**src/rtl/lsu_pkg.sv**
```systemverilog
package lsu_pkg;
  localparam int XLEN    = 32;
  localparam int NBYTES  = XLEN / 8;
  localparam int LANE_W  = $clog2(NBYTES);
  localparam int IMM_W   = 16;
  localparam int WADDR_W = XLEN - LANE_W;

  typedef enum logic [2:0] {
    OP_LW = 3'd0,
    OP_LH = 3'd1,
    OP_LB = 3'd2,
    OP_SW = 3'd3,
    OP_SH = 3'd4,
    OP_SB = 3'd5,
    OP_N6 = 3'd6,
    OP_N7 = 3'd7
  } mem_op_e;

  function automatic logic [XLEN-1:0] eff_addr(logic [XLEN-1:0] base, logic [IMM_W-1:0] imm);
    return base + {{(XLEN-IMM_W){imm[IMM_W-1]}}, imm};
  endfunction

  function automatic logic [2:0] op_size(mem_op_e op);
    case (op)
      OP_LW, OP_SW: return 3'd4;
      OP_LH, OP_SH: return 3'd2;
      OP_LB, OP_SB: return 3'd1;
      default:      return 3'd0;
    endcase
  endfunction

  function automatic logic op_is_load(mem_op_e op);
    return (op == OP_LW) || (op == OP_LH) || (op == OP_LB);
  endfunction

  function automatic logic op_is_store(mem_op_e op);
    return (op == OP_SW) || (op == OP_SH) || (op == OP_SB);
  endfunction

  // Offset bits below the access size must be zero
  function automatic logic misaligned(logic [2:0] sz, logic [LANE_W-1:0] ln);
    logic [LANE_W-1:0] m;
    m = LANE_W'(sz - 3'd1);
    return (sz != 3'd0) && ((ln & m) != '0);
  endfunction

  // Byte at word offset i is driven by enable bit NBYTES-1-i
  function automatic logic [NBYTES-1:0] lane_mask(logic [2:0] sz, logic [LANE_W-1:0] ln);
    logic [NBYTES-1:0] m;
    m = '0;
    for (int i = 0; i < NBYTES; i++)
      if (i >= int'(ln) && i < int'(ln) + int'(sz)) m[NBYTES-1-i] = 1'b1;
    return m;
  endfunction

  function automatic logic [XLEN-1:0] replicate(logic [XLEN-1:0] d, logic [2:0] sz);
    case (sz)
      3'd1:    return {NBYTES{d[7:0]}};
      3'd2:    return {(NBYTES/2){d[15:0]}};
      default: return d;
    endcase
  endfunction

  // Move the addressed item to the top, then sign-extend it downwards
  function automatic logic [XLEN-1:0] extract_load(logic [XLEN-1:0] w, logic [2:0] sz,
                                                    logic [LANE_W-1:0] ln);
    logic [XLEN-1:0] t;
    t = w << {ln, 3'b000};
    case (sz)
      3'd1:    return {{(XLEN-8){t[XLEN-1]}}, t[XLEN-1 -: 8]};
      3'd2:    return {{(XLEN-16){t[XLEN-1]}}, t[XLEN-1 -: 16]};
      default: return t;
    endcase
  endfunction
endpackage

```
**src/rtl/lsu_addr_gen.sv**
```systemverilog
module lsu_addr_gen
  import lsu_pkg::*;
(
  input  logic                req_valid,
  input  mem_op_e             op,
  input  logic [XLEN-1:0]     base,
  input  logic [IMM_W-1:0]    imm,
  output logic [WADDR_W-1:0]  word_addr,
  output logic [LANE_W-1:0]   lane,
  output logic [2:0]          size,
  output logic                err
);
  logic [XLEN-1:0] ea;

  always_comb begin
    ea        = eff_addr(base, imm);
    word_addr = ea[XLEN-1:LANE_W];
    lane      = ea[LANE_W-1:0];
    size      = req_valid ? op_size(op) : 3'd0;
    err       = misaligned(size, lane);
  end
endmodule

```
**src/rtl/lsu_store_lanes.sv**
```systemverilog
module lsu_store_lanes
  import lsu_pkg::*;
(
  input  logic                req_valid,
  input  mem_op_e             op,
  input  logic [2:0]          size,
  input  logic [LANE_W-1:0]   lane,
  input  logic                err,
  input  logic [XLEN-1:0]     wr_data,
  output logic [NBYTES-1:0]   byte_we,
  output logic [XLEN-1:0]     wdata
);
  logic              wr_fire;
  logic [NBYTES-1:0] mask;

  assign wr_fire = req_valid && op_is_store(op) && !err;
  assign mask    = lane_mask(size, lane);
  assign wdata   = replicate(wr_data, size);

  for (genvar g = 0; g < NBYTES; g++) begin : g_lane
    assign byte_we[g] = wr_fire && mask[g];
  end
endmodule

```
**src/rtl/lsu_load_align.sv**
```systemverilog
module lsu_load_align
  import lsu_pkg::*;
(
  input  logic               clk,
  input  logic               rst_n,
  input  logic               rd_fire,
  input  logic [2:0]         size,
  input  logic [LANE_W-1:0]  lane,
  input  logic [XLEN-1:0]    rdata,
  output logic               ld_valid,
  output logic [XLEN-1:0]    ld_result
);
  logic              q_valid;
  logic [2:0]        q_size;
  logic [LANE_W-1:0] q_lane;

  always_ff @(posedge clk or negedge rst_n) begin
    if (!rst_n) begin
      q_valid <= 1'b0;
      q_size  <= 3'd0;
      q_lane  <= '0;
    end else begin
      q_valid <= rd_fire;
      if (rd_fire) begin
        q_size <= size;
        q_lane <= lane;
      end
    end
  end

  assign ld_valid  = q_valid;
  assign ld_result = q_valid ? extract_load(rdata, q_size, q_lane) : '0;


  ld_after_req_chk: assert property (@(posedge clk) disable iff (!rst_n)
    ld_valid |-> $past(rd_fire));


  ld_byte_sext_chk: assert property (@(posedge clk) disable iff (!rst_n)
    (ld_valid && q_size == 3'd1) |-> (ld_result[XLEN-1:8] == {(XLEN-8){ld_result[7]}}));


  ld_half_sext_chk: assert property (@(posedge clk) disable iff (!rst_n)
    (ld_valid && q_size == 3'd2) |-> (ld_result[XLEN-1:16] == {(XLEN-16){ld_result[15]}}));
endmodule

```
**src/rtl/lsu_be_align.sv**
```systemverilog
module lsu_be_align
  import lsu_pkg::*;
(
  input  logic                 clk,
  input  logic                 rst_n,
  input  logic                 req_valid,
  input  logic [2:0]           req_op,
  input  logic [XLEN-1:0]      base_addr,
  input  logic [IMM_W-1:0]     offset,
  input  logic [XLEN-1:0]      store_data,
  output logic [WADDR_W-1:0]   mem_word_addr,
  output logic [NBYTES-1:0]    mem_byte_we,
  output logic [XLEN-1:0]      mem_wdata,
  input  logic [XLEN-1:0]      mem_rdata,
  output logic                 misalign_err,
  output logic                 load_valid,
  output logic [XLEN-1:0]      load_result
);
  mem_op_e           op;
  logic [LANE_W-1:0] lane;
  logic [2:0]        size;
  logic              rd_fire;

  assign op = mem_op_e'(req_op);

  lsu_addr_gen u_addr (
    .req_valid (req_valid),
    .op        (op),
    .base      (base_addr),
    .imm       (offset),
    .word_addr (mem_word_addr),
    .lane      (lane),
    .size      (size),
    .err       (misalign_err)
  );

  lsu_store_lanes u_store (
    .req_valid (req_valid),
    .op        (op),
    .size      (size),
    .lane      (lane),
    .err       (misalign_err),
    .wr_data   (store_data),
    .byte_we   (mem_byte_we),
    .wdata     (mem_wdata)
  );

  assign rd_fire = req_valid && op_is_load(op) && !misalign_err;

  lsu_load_align u_load (
    .clk       (clk),
    .rst_n     (rst_n),
    .rd_fire   (rd_fire),
    .size      (size),
    .lane      (lane),
    .rdata     (mem_rdata),
    .ld_valid  (load_valid),
    .ld_result (load_result)
  );


  no_write_on_err_chk: assert property (@(posedge clk) disable iff (!rst_n)
    misalign_err |-> (mem_byte_we == '0));


  no_load_on_err_chk: assert property (@(posedge clk) disable iff (!rst_n)
    misalign_err |=> !load_valid);


  we_shape_chk: assert property (@(posedge clk) disable iff (!rst_n)
    ($countones(mem_byte_we) == 0) || ($countones(mem_byte_we) == 1) ||
    ($countones(mem_byte_we) == 2) || ($countones(mem_byte_we) == NBYTES));


  sw_full_we_chk: assert property (@(posedge clk) disable iff (!rst_n)
    (req_valid && op == OP_SW && !misalign_err) |-> (mem_byte_we == '1));


  idle_quiet_chk: assert property (@(posedge clk) disable iff (!rst_n)
    !req_valid |-> (mem_byte_we == '0 && !misalign_err));


  result_zero_chk: assert property (@(posedge clk) disable iff (!rst_n)
    !load_valid |-> (load_result == '0));
endmodule

```
**config.mk**
```make
export PLATFORM = sky130hd
export DESIGN_NAME = lsu_be_align
export DESIGN_NICKNAME = d
export VERILOG_FILES = /design/src/rtl/lsu_pkg.sv /design/src/rtl/lsu_addr_gen.sv /design/src/rtl/lsu_store_lanes.sv /design/src/rtl/lsu_load_align.sv /design/src/rtl/lsu_be_align.sv
export SDC_FILE = /design/constraint.sdc
export NUM_CORES = 1
export LEC_CHECK = 0
export ABC_CLOCK_PERIOD_IN_PS = 2600
export BUFFER_PORTS_ARGS = -buffer_cell sky130_fd_sc_hd__buf_2
export CAP_MARGIN = 20
export CORE_MARGIN = 2
export CORE_UTILIZATION = 41
export DETAILED_ROUTE_END_ITERATION = 7
export PLACE_DENSITY = 0.79
export SYNTH_ARGS = -nofsm -noshare
export SYNTH_HDL_FRONTEND = slang
export SYNTH_SLANG_ARGS = --single-unit
```
**constraint.sdc**
```tcl
create_clock -name clk -period 2.6 [get_ports clk]
set_input_delay 0.39 -clock clk [delete_from_list [all_inputs] [get_ports clk]]
set_output_delay 0.39 -clock clk [all_outputs]
set_load 0.05 [all_outputs]
```
# Word level (Yosys, flattened, before mapping)
# Index checks and enable logic that the tools add are counted.
[word_totals] ff_bits=6 latch_bits=0 ram_bits=0 rom_bits=0 inputBits=118 output_inout_bits=100 word_cells=56 mem_count=0
[op_classes] add_sub_neg=3 mul=0 n_div=0 order_cmp=7 eq_ne=9 shifts=1 muxes=9 bitwise=1 n_reduce_logical=23
[op_table] operator="$lt 3x32->1 const A" n=2
[op_table] operator="$pmux 32 s2" n=1
[op_table] operator="$pmux 31 s2" n=1
[op_table] operator="$add 32x32->32" n=1
[op_table] operator="$lt 1x32->1 const A" n=1
[op_table] operator="$lt 2x32->1 const A" n=1
[op_table] operator="$mux 32" n=1
[op_table] operator="$shl 32x5->32" n=1
[op_table] operator="$eq 3x2->1 const B" n=4
[op_table] operator="$logic_and 1x1->1" n=12
[op_table] operator="$eq 3x1->1 const B" n=3
[op_table] operator="$pmux 3 s3" n=1
[op_table] operator="$eq 3x3->1 const B" n=2
[op_table] operator="$reduce_or 2->1" n=3
[op_table] operator="$add 2x3->4" n=1
[op_table] operator="$ge 1x2->1 const A" n=2
[op_table] operator="$logic_or 1x1->1" n=4
[op_table] operator="$mux 1" n=4
[op_table] operator="$logic_not 3->1" n=1
[op_table] operator="$mux 3" n=1
[op_table] operator="$reduce_bool 3->1" n=1
[op_table] operator="$and 2x2->2" n=1
[op_table] operator="$ge 2x2->1 const A" n=1
[op_table] operator="$reduce_bool 2->1" n=1
[op_table] operator="other kinds (2)" n=2

# Depth between registers and ports, before layout
[depth] depth_word=11 mapped_depth=11 depth_no_buf=11

# Cells and area by module
# A second synthesis with hierarchy kept.
[unflattened] hier_cells=497 area_unflattened_um2=3942.5
[by_module_without_submodules] mod="lsu_addr_gen" instances=1 cells_per_inst=267 area_each_um2=1945.6 seq_area_each_um2=0.0
[by_module_without_submodules] mod="lsu_load_align" instances=1 cells_per_inst=143 area_each_um2=1291.2 seq_area_each_um2=150.1
[by_module_without_submodules] mod="lsu_store_lanes" instances=1 cells_per_inst=85 area_each_um2=686.9 seq_area_each_um2=0.0
[by_module_without_submodules] mod="lsu_be_align" instances=1 cells_per_inst=2 area_each_um2=18.8 seq_area_each_um2=0.0

# Worst setup path after synthesis
# No wires, ideal clock.
[synth_path] kind="in2out" startpoint="input port offset[15]" endpoint="output port mem_word_addr[27]" arrival_time_ns=3.020 t_required_ns=2.210 slack_ns=-0.810 cell_stages=8 path_buffers=1 path_cell_list="ha_1 > buf_4 > a211oi_1 > o21bai_1 > a2111oi_0 > o31ai_1 > and2_1 > a221oi_1"
[synth_between] elab_chain_len=1
[synth_lines] element="start, declared" line_no="lsu_be_align.sv:9" text="input logic [IMM_W-1:0] offset,"
[synth_lines] element="$add 32x32->32" line_no="lsu_pkg.sv:20" text="return base + {{(XLEN-IMM_W){imm[IMM_W-1]}}, imm};"
[synth_lines] element="end, declared" line_no="lsu_be_align.sv:11" text="output logic [WADDR_W-1:0] mem_word_addr,"
# No other way between the ends.

# Final worst setup path
[layout_path] startpoint="input port base_addr[13]" endpoint="output port mem_word_addr[24]"
[layout_between] elab_chain_len=1
[layout_lines] element="start, declared" line_no="lsu_be_align.sv:8" text="input logic [XLEN-1:0] base_addr,"
[layout_lines] element="$add 32x32->32" line_no="lsu_pkg.sv:20"
# No other way between the ends.

==> impl_metrics.ini <==
[run_status]
status = finished with violations
violations = negative setup slack

[floorplan]
dieArea_mm2 = 0.00979
die_x_um = 98.9
initial_utilization = 0.424
coreArea_mm2 = 0.00872
ios = 218
die_y_um = 98.9
num_rows = 34

[synth]
synth_flop_cell = dfrtp_1
ys_types = 60
seq_area_frac_synth = 0.0406
synth_edf_count = 0
synthArstFlopShare = 1.00
syn_nets = 723
synth-seq-cells = 6
syn_inst = 566
yosysWarnings = 0
syn_avg_cell_area_um2 = 6.53
syn_area_mm2 = 0.00370

[pwr]
power_uw = 3720
switching_share = 0.576
cellLeakagePower_uw = 0.00370
power_switching_uw = 2140
irDropWorstVdd_mv = 0.381
combPwrFrac = 0.920
p_seq_frac = 0.040
p_int_uw = 1580
powerDensity_mw_per_mm2 = 473
clkPwrFrac = 0.040

[grt]
grt_pass1_vias = 5952
grt_antenna_before_repair = 0
grt_pass1_wl_mm = 28.2
overflow = 0
grt_max_degree = 19
grt_usage = 0.349

[final_layout]
fill_cells = 402
diodes = 0
drive_gt1_frac = 0.641
fin_nets = 1058
area_growth_pct = 112
regArea_um2 = 151
multi_input_area_mm2 = 0.00466

[clock_network]
clk_pin_slew_worst_paths_ns = 0.04
htreeDepth = 1
cts_tree = done
clkSinkCount = 6
cts_buffers = 3
root_buffer = clkbuf_8
cts_buffer_depth = 2
clk_latency_ns = 0.24

[timing]
fmax_ghz = 0.315
fin_skew_ns = 0
finalWorstSetupSlack_ns = -0.579
layout_min_cycle_time_ns = 3.18
finalMaxSlewViolations = 0
finalHoldViolations = 0
finalCritPeriodShare = 1.22
tightest_slew_ns = 0.682
rsz0062_at_grt = yes
maxSlewHeadroom = 0.541
setup_viol = 30
final.setup.tns_ns = -6.67

[worst_setup_path]
critPathLaunchType = input port
worstPathMaxFanout = 2
cp-end-kind = primary output
arrival_ns = 2.79
worstSetupPathType = in -> out
cp.required_ns = 2.21
reg2reg_depth = 2

[routing]
post-route-drc-count = 0
drt-total-wl_mm = 22.5
vias = 6184
viasPerCell = 6.14
initialDrtViolationCount = 395
drt_first_pass_iters = 5
postRouteAntennaNets = 0
wl_per_cell_um = 22.4

[placed_design]
gp_congestion = 0.956
dp_hpwl_mm = 12.6
io_buffers = 217

[run]
maxCapViolations = 0

[hold_path]
hp-class = in -> async
## cells in the mapped netlist, types with 6 or more instances
library cell,number,share of area
nand2_1,92,0.093
a21oi_1,71,0.096
nor2_1,43,0.044
o21ai_0,42,0.057
ha_1,37,0.13
inv_1,25,0.025
mux2i_1,21,0.057
mux2_2,18,0.055
and2_1,15,0.025
clkbuf_1,15,0.015
xnor2_1,14,0.033
buf_4,13,0.026
nand3_1,13,0.018
xor2_1,13,0.031
buf_2,9,0.012
a21o_1,8,0.016
nor2b_1,8,0.014
a211oi_1,7,0.014
a2bb2oi_1,7,0.017
o21ai_1,7,0.0095
dfrtp_1,6,0.041
nand4_1,6,0.010
o21a_1,6,0.012
## worst paths after layout
check                                 startpoint                 to  slack [ns]
worst max-delay path               base_addr[13]  mem_word_addr[24]       -0.58
worst min-delay path                       rst_n    u_load.ld_valid        0.58
worst max register to register  u_load.q_lane[1]   u_load.q_lane[1]        1.64
worst min register to register  u_load.q_size[1]   u_load.q_size[1]        0.59
max in group asynchronous                  rst_n   u_load.q_lane[0]        1.86
min in group clk                u_load.q_size[1]   u_load.q_size[1]        0.59
## routing by layer
layer / global-route usage / share of wire
met5: 0 / 0
met4: 0.200 / 0.096
met3: 0.0440 / 0.098
met2: 0.662 / 0.49
met1: 0.365 / 0.32
## logic make-up after synthesis
family,Yosys count,synth area share
buffers and inverters,65,0.0846
adder cells (fa/ha/maj),39,0.136
AO/OA/AOI/OAI,183,0.298
flip-flops,6,0.0406
multiplexers,41,0.118
AND/OR/NAND/NOR,205,0.259
XOR/XNOR,27,0.0640
## critical path: stages
cell      delay (ns)
buf_2           0.12
ha_4            0.27
nand4_1         0.19
or3b_1          0.54
a21o_1          0.26
a311o_1         0.34
buf_4           0.17
o21bai_4        0.18
xor2_4          0.16
buf_6           0.17
## layout make-up
class,count,share of cell area
flip-flops and latches,6,0.0193
clock buffers,3,0.00526
inverters,25,0.0120
repair buffers,370,0.353
multi-input cells,495,0.593
well taps,108,0.0172
## through the flow
stage	area (um2)	setup slack, ns	cells	hold slack (ns)	utilization
2_1_floorplan	4320	-0.191	566	0.0944	-
3_3_place_gp	6250	-0.436	975	0.215	0.716
3_5_place_dp	6250	-0.462	975	0.219	0.716
4_1_cts	7370	-0.273	1000	0.542	0.845
5_1_grt	7850	-0.574	1007	0.583	0.900
6_report	7850	-0.579	1007	0.580	0.900
## state kept, by name, indices dropped and copies added, names as in the netlist
name,count
u_load.ld_valid,1
u_load.q_lane,2
u_load.q_size,3
## layout by cell type (no fill, tap or decap), types with 6 or more instances in the layout
cell type,Yosys,final
o21ai_2,0,10
mux2_2,18,12
nand3_2,0,9
nor2b_1,8,6
nor2_1,43,37
o21ai_0,42,31
mux2_4,0,8
a21oi_4,0,15
ha_4,0,27
inv_1,25,20
a2bb2oi_1,7,7
a21o_1,8,8
and2_1,15,10
mux2i_1,21,19
a21oi_2,0,23
buf_6,1,54
buf_2,9,158
a21oi_1,71,33
nand4_1,6,6
buf_4,13,134
o21a_1,6,6
ha_1,37,6
buf_8,0,11
xor2_2,0,7
o21ai_1,7,6
xnor2_2,0,8
nand2_1,92,87
## power by group through the flow
stage               Combinational [uW]  Clock, uW  Sequential, uW
floorplan                         1970          0             127
global placement                  2640          0             145
CTS                               3060        146             146
global route                      3580        155             151
detailed placement                2700          0             145
finish                            3420        148             148
## what timing repair did
action                     4_1_cts  5_1_grt
setup buffers                   20        8
setup endpoints to repair       51       50
pin swaps                       34       47
resized for setup              194       95
hold endpoints to repair         6        0
gates cloned                     2        0
hold buffers                     1        0
(Power assumes the default switching activity.)
